## src/rtl/sram_nowait_pkg.sv

```systemverilog
package sram_nowait_pkg;

  typedef enum logic [1:0] {
    CMD_IDLE  = 2'd0,
    CMD_READ  = 2'd1,
    CMD_WRITE = 2'd2
  } cmd_t;

  // strobes from control to datapath
  typedef struct packed {
    logic pipeEn;   // enabled edge
    logic s2Write;  // data phase of a write
    logic s2Read;   // data phase of a read
    logic fwdHit;   // read in stage 1 matches write in stage 2
  } strobe_t;

endpackage

```

## src/rtl/sram_nowait_ctrl.sv

```systemverilog
module sram_nowait_ctrl
  import sram_nowait_pkg::*;
#(
  parameter int ADDR_W = 6,
  parameter int BYTES  = 4
) (
  input  logic              clk,
  input  logic              rstN,
  input  logic              clkEnN,
  input  logic              advance,
  input  logic              rwN,
  input  logic              chipEn1N,
  input  logic              chipEn2,
  input  logic              chipEn3N,
  input  logic              burstMode,
  input  logic [BYTES-1:0]  byteWeN,
  input  logic [ADDR_W-1:0] addr,
  output strobe_t           strb,
  output logic [ADDR_W-1:0] s1Addr,
  output logic [ADDR_W-1:0] s2Addr,
  output logic [BYTES-1:0]  s2ByteWe
);

  localparam int CNT_W = 2;

  logic              selected;
  logic [ADDR_W-1:0] baseAddr;
  logic [CNT_W-1:0]  burstCnt;
  logic [CNT_W-1:0]  nextCnt;
  logic [CNT_W-1:0]  burstLow;
  cmd_t              lastCmd;
  cmd_t              capCmd;
  logic [ADDR_W-1:0] capAddr;
  cmd_t              s1Cmd;
  cmd_t              s2Cmd;
  logic [BYTES-1:0]  s1ByteWe;

  assign selected = !chipEn1N && chipEn2 && !chipEn3N;

  // address and command captured on this edge
  always_comb begin
    nextCnt  = burstCnt + CNT_W'(1);
    burstLow = burstMode ? (baseAddr[CNT_W-1:0] ^ nextCnt)
                         : (baseAddr[CNT_W-1:0] + nextCnt);
    if (!advance) begin
      capAddr = addr;
      if (!selected)  capCmd = CMD_IDLE;
      else if (rwN)   capCmd = CMD_READ;
      else            capCmd = CMD_WRITE;
    end else begin
      capAddr = {baseAddr[ADDR_W-1:CNT_W], burstLow};
      capCmd  = lastCmd;
    end
  end

  always_ff @(posedge clk or negedge rstN) begin
    if (!rstN) begin
      baseAddr <= '0;
      burstCnt <= '0;
      lastCmd  <= CMD_IDLE;
      s1Cmd    <= CMD_IDLE;
      s1Addr   <= '0;
      s1ByteWe <= '0;
      s2Cmd    <= CMD_IDLE;
      s2Addr   <= '0;
      s2ByteWe <= '0;
    end else if (!clkEnN) begin
      if (!advance) begin
        baseAddr <= addr;
        burstCnt <= '0;
        lastCmd  <= capCmd;
      end else begin
        burstCnt <= nextCnt;
      end
      s1Cmd    <= capCmd;
      s1Addr   <= capAddr;
      s1ByteWe <= ~byteWeN;
      s2Cmd    <= s1Cmd;
      s2Addr   <= s1Addr;
      s2ByteWe <= s1ByteWe;
    end
  end

  always_comb begin
    strb.pipeEn  = !clkEnN;
    strb.s2Write = (s2Cmd == CMD_WRITE);
    strb.s2Read  = (s2Cmd == CMD_READ);
    strb.fwdHit  = (s1Cmd == CMD_READ) && (s2Cmd == CMD_WRITE) && (s1Addr == s2Addr);
  end

endmodule

```

## src/rtl/sram_nowait_data.sv

```systemverilog
module sram_nowait_data
  import sram_nowait_pkg::*;
#(
  parameter int ADDR_W = 6,
  parameter int BYTES  = 4,
  parameter int BYTE_W = 9
) (
  input  logic                    clk,
  input  logic                    rstN,
  input  strobe_t                 strb,
  input  logic [ADDR_W-1:0]       s1Addr,
  input  logic [ADDR_W-1:0]       s2Addr,
  input  logic [BYTES-1:0]        s2ByteWe,
  input  logic [BYTES*BYTE_W-1:0] dataIn,
  output logic [BYTES*BYTE_W-1:0] dataOut,
  output logic                    dataOutEn
);

  localparam int DATA_W = BYTES * BYTE_W;
  localparam int DEPTH  = 1 << ADDR_W;

  logic [DATA_W-1:0] mem [DEPTH];
  logic [DATA_W-1:0] arrWord;
  logic [DATA_W-1:0] fwdWord;
  logic [DATA_W-1:0] rdReg;

  // array write in the write data phase, lane by lane
  always_ff @(posedge clk) begin
    if (strb.pipeEn && strb.s2Write) begin
      for (int b = 0; b < BYTES; b++) begin
        if (s2ByteWe[b]) mem[s2Addr][b*BYTE_W +: BYTE_W] <= dataIn[b*BYTE_W +: BYTE_W];
      end
    end
  end

  assign arrWord = mem[s1Addr];

  // per-lane bypass of a write committing on the same edge
  for (genvar g = 0; g < BYTES; g++) begin : gLane
    assign fwdWord[g*BYTE_W +: BYTE_W] = (strb.fwdHit && s2ByteWe[g])
                                         ? dataIn[g*BYTE_W +: BYTE_W]
                                         : arrWord[g*BYTE_W +: BYTE_W];
  end

  always_ff @(posedge clk or negedge rstN) begin
    if (!rstN) begin
      rdReg     <= '0;
      dataOut   <= '0;
      dataOutEn <= 1'b0;
    end else if (strb.pipeEn) begin
      rdReg     <= fwdWord;
      dataOutEn <= strb.s2Read;
      if (strb.s2Read) dataOut <= rdReg;
    end
  end

endmodule

```

## src/rtl/sram_nowait.sv

```systemverilog
module sram_nowait
  import sram_nowait_pkg::*;
#(
  parameter int ADDR_W = 6,
  parameter int BYTES  = 4,
  parameter int BYTE_W = 9
) (
  input  logic                    clk,
  input  logic                    rstN,
  input  logic                    clkEnN,
  input  logic                    advance,
  input  logic                    rwN,
  input  logic                    chipEn1N,
  input  logic                    chipEn2,
  input  logic                    chipEn3N,
  input  logic                    burstMode,
  input  logic [BYTES-1:0]        byteWeN,
  input  logic [ADDR_W-1:0]       addr,
  input  logic [BYTES*BYTE_W-1:0] dataIn,
  output logic [BYTES*BYTE_W-1:0] dataOut,
  output logic                    dataOutEn
);

  strobe_t           strb;
  logic [ADDR_W-1:0] s1Addr;
  logic [ADDR_W-1:0] s2Addr;
  logic [BYTES-1:0]  s2ByteWe;

  sram_nowait_ctrl #(.ADDR_W(ADDR_W), .BYTES(BYTES)) u_ctrl (
    .clk(clk), .rstN(rstN), .clkEnN(clkEnN), .advance(advance), .rwN(rwN),
    .chipEn1N(chipEn1N), .chipEn2(chipEn2), .chipEn3N(chipEn3N),
    .burstMode(burstMode), .byteWeN(byteWeN), .addr(addr),
    .strb(strb), .s1Addr(s1Addr), .s2Addr(s2Addr), .s2ByteWe(s2ByteWe)
  );

  sram_nowait_data #(.ADDR_W(ADDR_W), .BYTES(BYTES), .BYTE_W(BYTE_W)) u_data (
    .clk(clk), .rstN(rstN), .strb(strb), .s1Addr(s1Addr), .s2Addr(s2Addr),
    .s2ByteWe(s2ByteWe), .dataIn(dataIn), .dataOut(dataOut), .dataOutEn(dataOutEn)
  );

endmodule

```

## config.mk

```make
export PLATFORM = sky130hd
export DESIGN_NAME = sram_nowait
export DESIGN_NICKNAME = d
export VERILOG_FILES = /design/src/rtl/sram_nowait_pkg.sv /design/src/rtl/sram_nowait_ctrl.sv /design/src/rtl/sram_nowait_data.sv /design/src/rtl/sram_nowait.sv
export SDC_FILE = /design/constraint.sdc
export NUM_CORES = 2
export LEC_CHECK = 0
export ABC_AREA = 1
export BUFFER_PORTS_ARGS = -buffer_cell sky130_fd_sc_hd__buf_2
export CAP_MARGIN = 20
export CELL_PAD_IN_SITES_DETAIL_PLACEMENT = 1
export CELL_PAD_IN_SITES_GLOBAL_PLACEMENT = 1
export CORE_MARGIN = 8
export CORE_UTILIZATION = 47
export DETAILED_ROUTE_END_ITERATION = 10
export PLACE_DENSITY_LB_ADDON = 0.15
export RECOVER_POWER = 50
export SYNTH_ARGS = -nofsm -noshare
export SYNTH_HDL_FRONTEND = slang
export SYNTH_SLANG_ARGS = --single-unit
```

## constraint.sdc

```tcl
create_clock -name clk -period 2 [get_ports clk]
set_input_delay 0.1 -clock clk [delete_from_list [all_inputs] [get_ports clk]]
set_output_delay 0.1 -clock clk [all_outputs]
set_load 0.01 [all_outputs]
```

## Word level (Yosys, flattened, before mapping)

Memory sizes are Yosys's and may differ from the RTL's.
Cells that the tools add are included.

| storage, ports and cells | value |
|---|---|
| flip-flop bits (word level) | 107 |
| bits of input ports | 55 |
| output and inout bits | 37 |
| bits in latches | 0 |
| memory bits (read-only) | 0 |
| memories kept | 1 |
| bits in writable memories | 2304 |

| cells by class | value |
|---|---|
| equal/unequal tests | 4 |
| multipliers | 0 |
| shift operators | 0 |
| magnitude comparators | 0 |
| bitwise operators | 4 |
| reduce and logical (&&, ||, !) cells | 14 |
| add/sub/neg operators | 2 |
| multiplexer cells | 22 |
| divide/modulo/power cells | 0 |

Memory list:

| name | depth | bits a word | read ports | clocked after Yosys merged registers in | write ports | RTL line | text |
|---|---|---|---|---|---|---|---|
| u_data.mem | 64 | 36 | 1 | 0 | 1 | sram_nowait_data.sv:22 | `logic [DATA_W-1:0] mem [DEPTH];` |

Operators by type and width:

| operator | number |
|---|---|
| two-way mux 9 bit | 4 |
| two-way mux 1 bit | 12 |
| two-way mux 2 bit | 5 |
| logical AND 1 bit | 9 |
| == test 6 bit | 1 |
| two-way mux 6 bit | 1 |
| == test 2 x 1 -> 1 bit (second input constant) | 2 |
| inverter 4 bit | 1 |
| AND reduction 2 bit | 2 |
| logical NOT 1 bit | 3 |
| adder 2 x 1 -> 2 bit (second input constant) | 1 |
| adder 2 bit | 1 |
| == test 2 bit (second input constant) | 1 |
| inverter 1 bit | 2 |
| XOR 2 bit | 1 |

## Longest topological paths before layout

| logic depth | value |
|---|---|
| depth in word-level cells | 5 |
| depth in mapped cells | 14 |

## Cells and area by module

A second synthesis with hierarchy kept.

| second synthesis, totals | value |
|---|---|
| cell total of the unflattened synthesis | 8292 |
| area, all modules | 97671.2 um^2 |

By module, submodules not included:

| module | cells an instance | instances | area an instance (um^2) |
|---|---|---|---|
| sram_nowait_data | 8130 | 1 | 96218.5 |
| sram_nowait_ctrl | 162 | 1 | 1452.6 |

## Worst setup path before layout

OpenSTA, ideal clock, no wires.

| path | value |
|---|---|
| path kind | register to register |
| start | register u_ctrl.s2Addr[3] |
| end | memory u_data.mem[56][0] (netlist name), enable pin |
| path slack | -0.155 ns |
| data required time | 1.626 ns |
| buffers on the path | 1 |
| library setup time | 0.374 ns |
| cell stages (with the launch flop) | 6 |
| arrival | 1.781 ns |
| path through | dfrtp_1 -> clkbuf_1 -> inv_1 -> nor3_1 -> nand2_1 -> nor2_1 |

RTL lines:

| element | RTL line | text |
|---|---|---|
| start, declared | sram_nowait_ctrl.sv:20 | `output logic [ADDR_W-1:0] s2Addr,` |
| start signal, assigned | sram_nowait_ctrl.sv:79 | `s2Addr <= s1Addr;` |
| end, declared | sram_nowait_data.sv:22 |  |

Straight into the memory's write port.

## Worst setup path after layout

| path | value |
|---|---|
| start | register u_ctrl.s1Addr[0] |
| end | register u_data.rdReg[19] |

| on the way | value |
|---|---|
| word-level cells in the longest chain between the ends | 4 |
| elaborated cells between the ends (all ways) | 5 |
| those cells by class | eq/ne (1); mux (1); reduce/logical (2); memory (1) |

RTL lines:

| element | RTL line | text |
|---|---|---|
| start, declared | sram_nowait_ctrl.sv:19 | `output logic [ADDR_W-1:0] s1Addr,` |
| start signal, assigned | sram_nowait_ctrl.sv:76 | `s1Addr <= capAddr;` |
| branches (longest 3 deep; another with memory read (64 x 36 bit)) | - |  |
| two-way mux 9 bit (*) | sram_nowait_data.sv:41 | `? dataIn[g*BYTE_W +: BYTE_W]` |
| end signal, assigned | sram_nowait_data.sv:51 | `rdReg <= fwdWord;` |
| end, declared | sram_nowait_data.sv:25 | `logic [DATA_W-1:0] rdReg;` |

Mark *: on every way between the ends.
A chain may end at the register's enable or synchronous reset.

==> key figures <==
Clocking
  – Number of H-tree levels: 5
  – Clock sink count: 2,411
  – Clk buf depth: 4
  – CTS clk-pin slew, worst paths: 70 ps
  – Root buf cell: clkbuf_16
  – Clock Latency Late Sink: 940 ps
  – CTS Buf Count: 278
  – CTS tree: built

STA
  – Clock skew: 45.4 ps
  – Fin. max-slew vios: approximately 410
  – RSZ-0062 raised after global routing: yes
  – Final Hold Fails: 0
  – Final setup fails: 1,894
  – Period minus WS final: 2350 ps
  – Worst slew pin tran: 1970 ps
  – Setup ws final: -347 ps
  – Fin crit share: 1.17
  – Fmax: approximately 430 MHz
  – Rel. slew slack: -0.314

Placement
  – Placed Cells: 11.8k
  – Pre-CTS setup slack: -460 ps
  – Detailed placement HPWL: approximately 220,000 µm
  – Placed cell area: 0.110 mm²
  – PortBufs: 91
  – Gpl congestion: 0.900

Global routing
  – Initial antenna violation count: 6
  – Vias in the first global route: 75.7k
  – Largest net degree at the start of global routing: 66
  – First-pass GRT wire length: 502,000 µm
  – Gr usage total: 0.300
  – Remaining Overflow, GRT: 0

Routing
  – DRC Markers: 0
  – Total Wirelength: 351,000 µm
  – DR WL/cell: 28.3 µm
  – DRT Pass-1 Iters: 6
  – Vias per cell: 5.87
  – DR vias: approximately 73k
  – Initial DRC count: roughly 7.5k
  – Final ANT Viol Nets: 0

Layout
  – Post-route cell area: 0.123 mm²
  – Fin cells: approximately 12k
  – Final design utilization: 0.593
  – Share of cells above drive strength 1: 0.194
  – Fin nets: 9,500
  – Most frequent cells in the layout: nand2_1, edfxtp_1, nand3_1, buf_4, clkbuf_16
  – Synth-to-Final Area Change: 25.3%
  – Commonest non-fill, non-tap cell in the layout: nand2_1
  – Fillers: 20.8k

Synth
  – Yosys warnings: 0
  – Syn Inst Count: 8,501
  – Seq/Total Area, Yosys: 0.733
  – Largest area contributor in the netlist: edfxtp_1
  – Syn nets: 8,557
  – Mean Syn Cell Area: roughly 12 µm²
  – Post-Syn Area: 0.0981 mm²
  – Top post-synthesis cells by area: edfxtp_1, nand2_1, nand3_1, dfrtp_1, buf_2
  – Yosys top cell area share: 0.705
  – Synth Register Bits: about 2.4k
  – Synth cell types: 26

Die
  – Overall die width: about 470 µm
  – Die area: 0.224 mm²
  – Initial Util: 0.473
  – Die H: 473 µm
  – Core area: approximately 0.21 mm²
  – # IOs: 92
  – Row count: roughly 170

Outcome
  – Violated checks: capacitance limit, slew limit, setup timing
  – Outcome: finished, violations left

Critical path
  – Crit Path Class: reg -> reg
  – Startpoint Class: flip-flop
  – Worst Setup End Kind: flip-flop
  – Worst path max stage delay: between 500 and 600 ps
  – R2r setup slk: -350 ps
  – Worst setup path start: u_ctrl.s1Addr[0]
  – Worst r2r src: u_ctrl.s1Addr[0]
  – Critical-path maximum fanout: 10
  – Worst EP required: 2810 ps
  – Worst Path Arrival: 3160 ps
  – Slowest stage cell on the critical path: dfrtp_4
  – Critical Path Most Common Cell: nand2_1
  – Worst R2R End: u_data.rdReg[19]
  – CP endpoint: u_data.rdReg[19]
  – Crit path cell chain: buf_12 > buf_16 > buf_16 > buf_12 > nand2_1 > nand3_1 > nand3_2 > nand2_1 > nand2_1 > nand3_2 > nand3_1 > nand3_1 > nand2_1 > nand2_1
  – Depth of the worst register-to-register path: 14

Pwr
  – NetSw: ~0.037 W
  – Internal: 0.0934 W
  – Reg power frac: 0.434
  – Overall power: 0.131 W
  – VDD IR max: 0.000998 V
  – Gate power share: 0.202
  – Clock group share of total power: 0.364
  – Sw Share: 0.286
  – Leak Pwr: 46.2 nW
  – Pwr Density: roughly 1100 mW/mm²

Hold path
  – Hold/Removal Path Class: in -> reg
  – Worst hold path depth: 4

Run
  – Maxcap violations: 13
metal layers:
metal	share of wire	routed length, µm	global-route usage
met1	0.39	137000	0.387
met2	0.49	172000	0.503
met3	0.069	24100	0.0471
met4	0.053	18500	0.139
met5	0	0	0
synthesized netlist by cell type, drive strengths merged:
master,number
xor2,2
a21oi,1
xnor2,3
nand3,1983
ha,1
mux2,37
dfrtp,107
nor3,19
inv,58
o221ai,5
nor2,257
edfxtp,2304
buf,339
nand4,3
o21ai,57
nor3b,2
nand2,3109
clkbuf,212
o211ai,2
state kept, by name (all words and copies together) (netlist names):
| name | count |
|---|---|
| u_data.dataOut | 36 |
| u_ctrl.s2Cmd | 2 |
| u_ctrl.s2Addr | 6 |
| u_ctrl.s2ByteWe | 4 |
| u_data.rdReg | 36 |
| u_ctrl.lastCmd | 2 |
| u_ctrl.burstCnt | 2 |
| u_ctrl.s1Addr | 6 |
| u_ctrl.s1ByteWe | 4 |
| u_data.dataOutEn | 1 |
| u_ctrl.baseAddr | 6 |
| u_data.mem | 2304 |
| u_ctrl.s1Cmd | 2 |
worst max-delay path: cells and delay by family (launching register included):
kind | cells | cell delay (ps)
buffers and inverters | 4 | 680
DFF | 1 | 590
and+or+nand+nor | 10 | 960
power by group through the flow:
| stage | Clock [W] | Sequential [W] | Combinational [W] |
|---|---|---|---|
| final | 0.0477 | 0.0568 | 0.0264 |
| after global placement | 0 | 0.0577 | 0.0219 |
| after floorplan | 0 | 0.0574 | 0.0115 |
| after CTS | 0.0482 | 0.0567 | 0.0246 |
| after global routing | 0.0498 | 0.0568 | 0.0281 |
| after detailed placement | 0 | 0.0578 | 0.0226 |
timing repair:
item                                     CTS  global route
gates cloned                              28            27
gates resized for setup                  309           257
hold buffers                              79             0
endpoints found under the hold margin   2264             0
pin swaps                                 25            45
endpoints found under the setup margin  2340          2175
buffers inserted                          17            26
logic make-up after synthesis:
logic type               after synthesis  share of synthesized area
XOR/XNOR                               5                   0.000447
AO/OA/AOI/OAI                         65                    0.00371
buffers and inverters                609                     0.0269
multiplexers                          37                    0.00425
flip-flops                          2411                      0.733
AND/OR/NAND/NOR                     5373                      0.232
adder cells (fa/ha/maj)                1                   0.000128
stage by stage:
| stage | TNS, ps | hold WS [ps] |
|---|---|---|
| global placement | -138540 | 99.9 |
| CTS | -27630 | 18.0 |
| floorplan | -231160 | -196 |
| global route | -133900 | 128 |
| detailed placement | -261540 | 117 |
| finish | -85060 | 128 |
worst min-delay path by stage:
stage	from	endpoint	slack, ps
after CTS	rwN	u_ctrl.lastCmd[0]	20
after global routing	rwN	u_ctrl.lastCmd[0]	130
after floorplan	rstN	u_ctrl.baseAddr[0]	-200
final	rwN	u_ctrl.lastCmd[0]	130
after detailed placement	rstN	u_data.dataOut[13]	120
after global placement	rstN	u_data.dataOut[13]	100
area by class of cell:
class                      instances  area [µm²]  share of cell area
antenna                            6        15.0            0.000122
clock buffer                     364        7560              0.0615
clock inverter                   102         731             0.00595
inverter                          58         262             0.00213
multi-input combinational       5481       25200               0.205
sequential                      2411       71900               0.585
tap                             2788        3490              0.0284
timing repair buffer            1213       13700               0.112
timing repair inverter             1        8.76           0.0000713
Power figures use the tool's default switching activity.
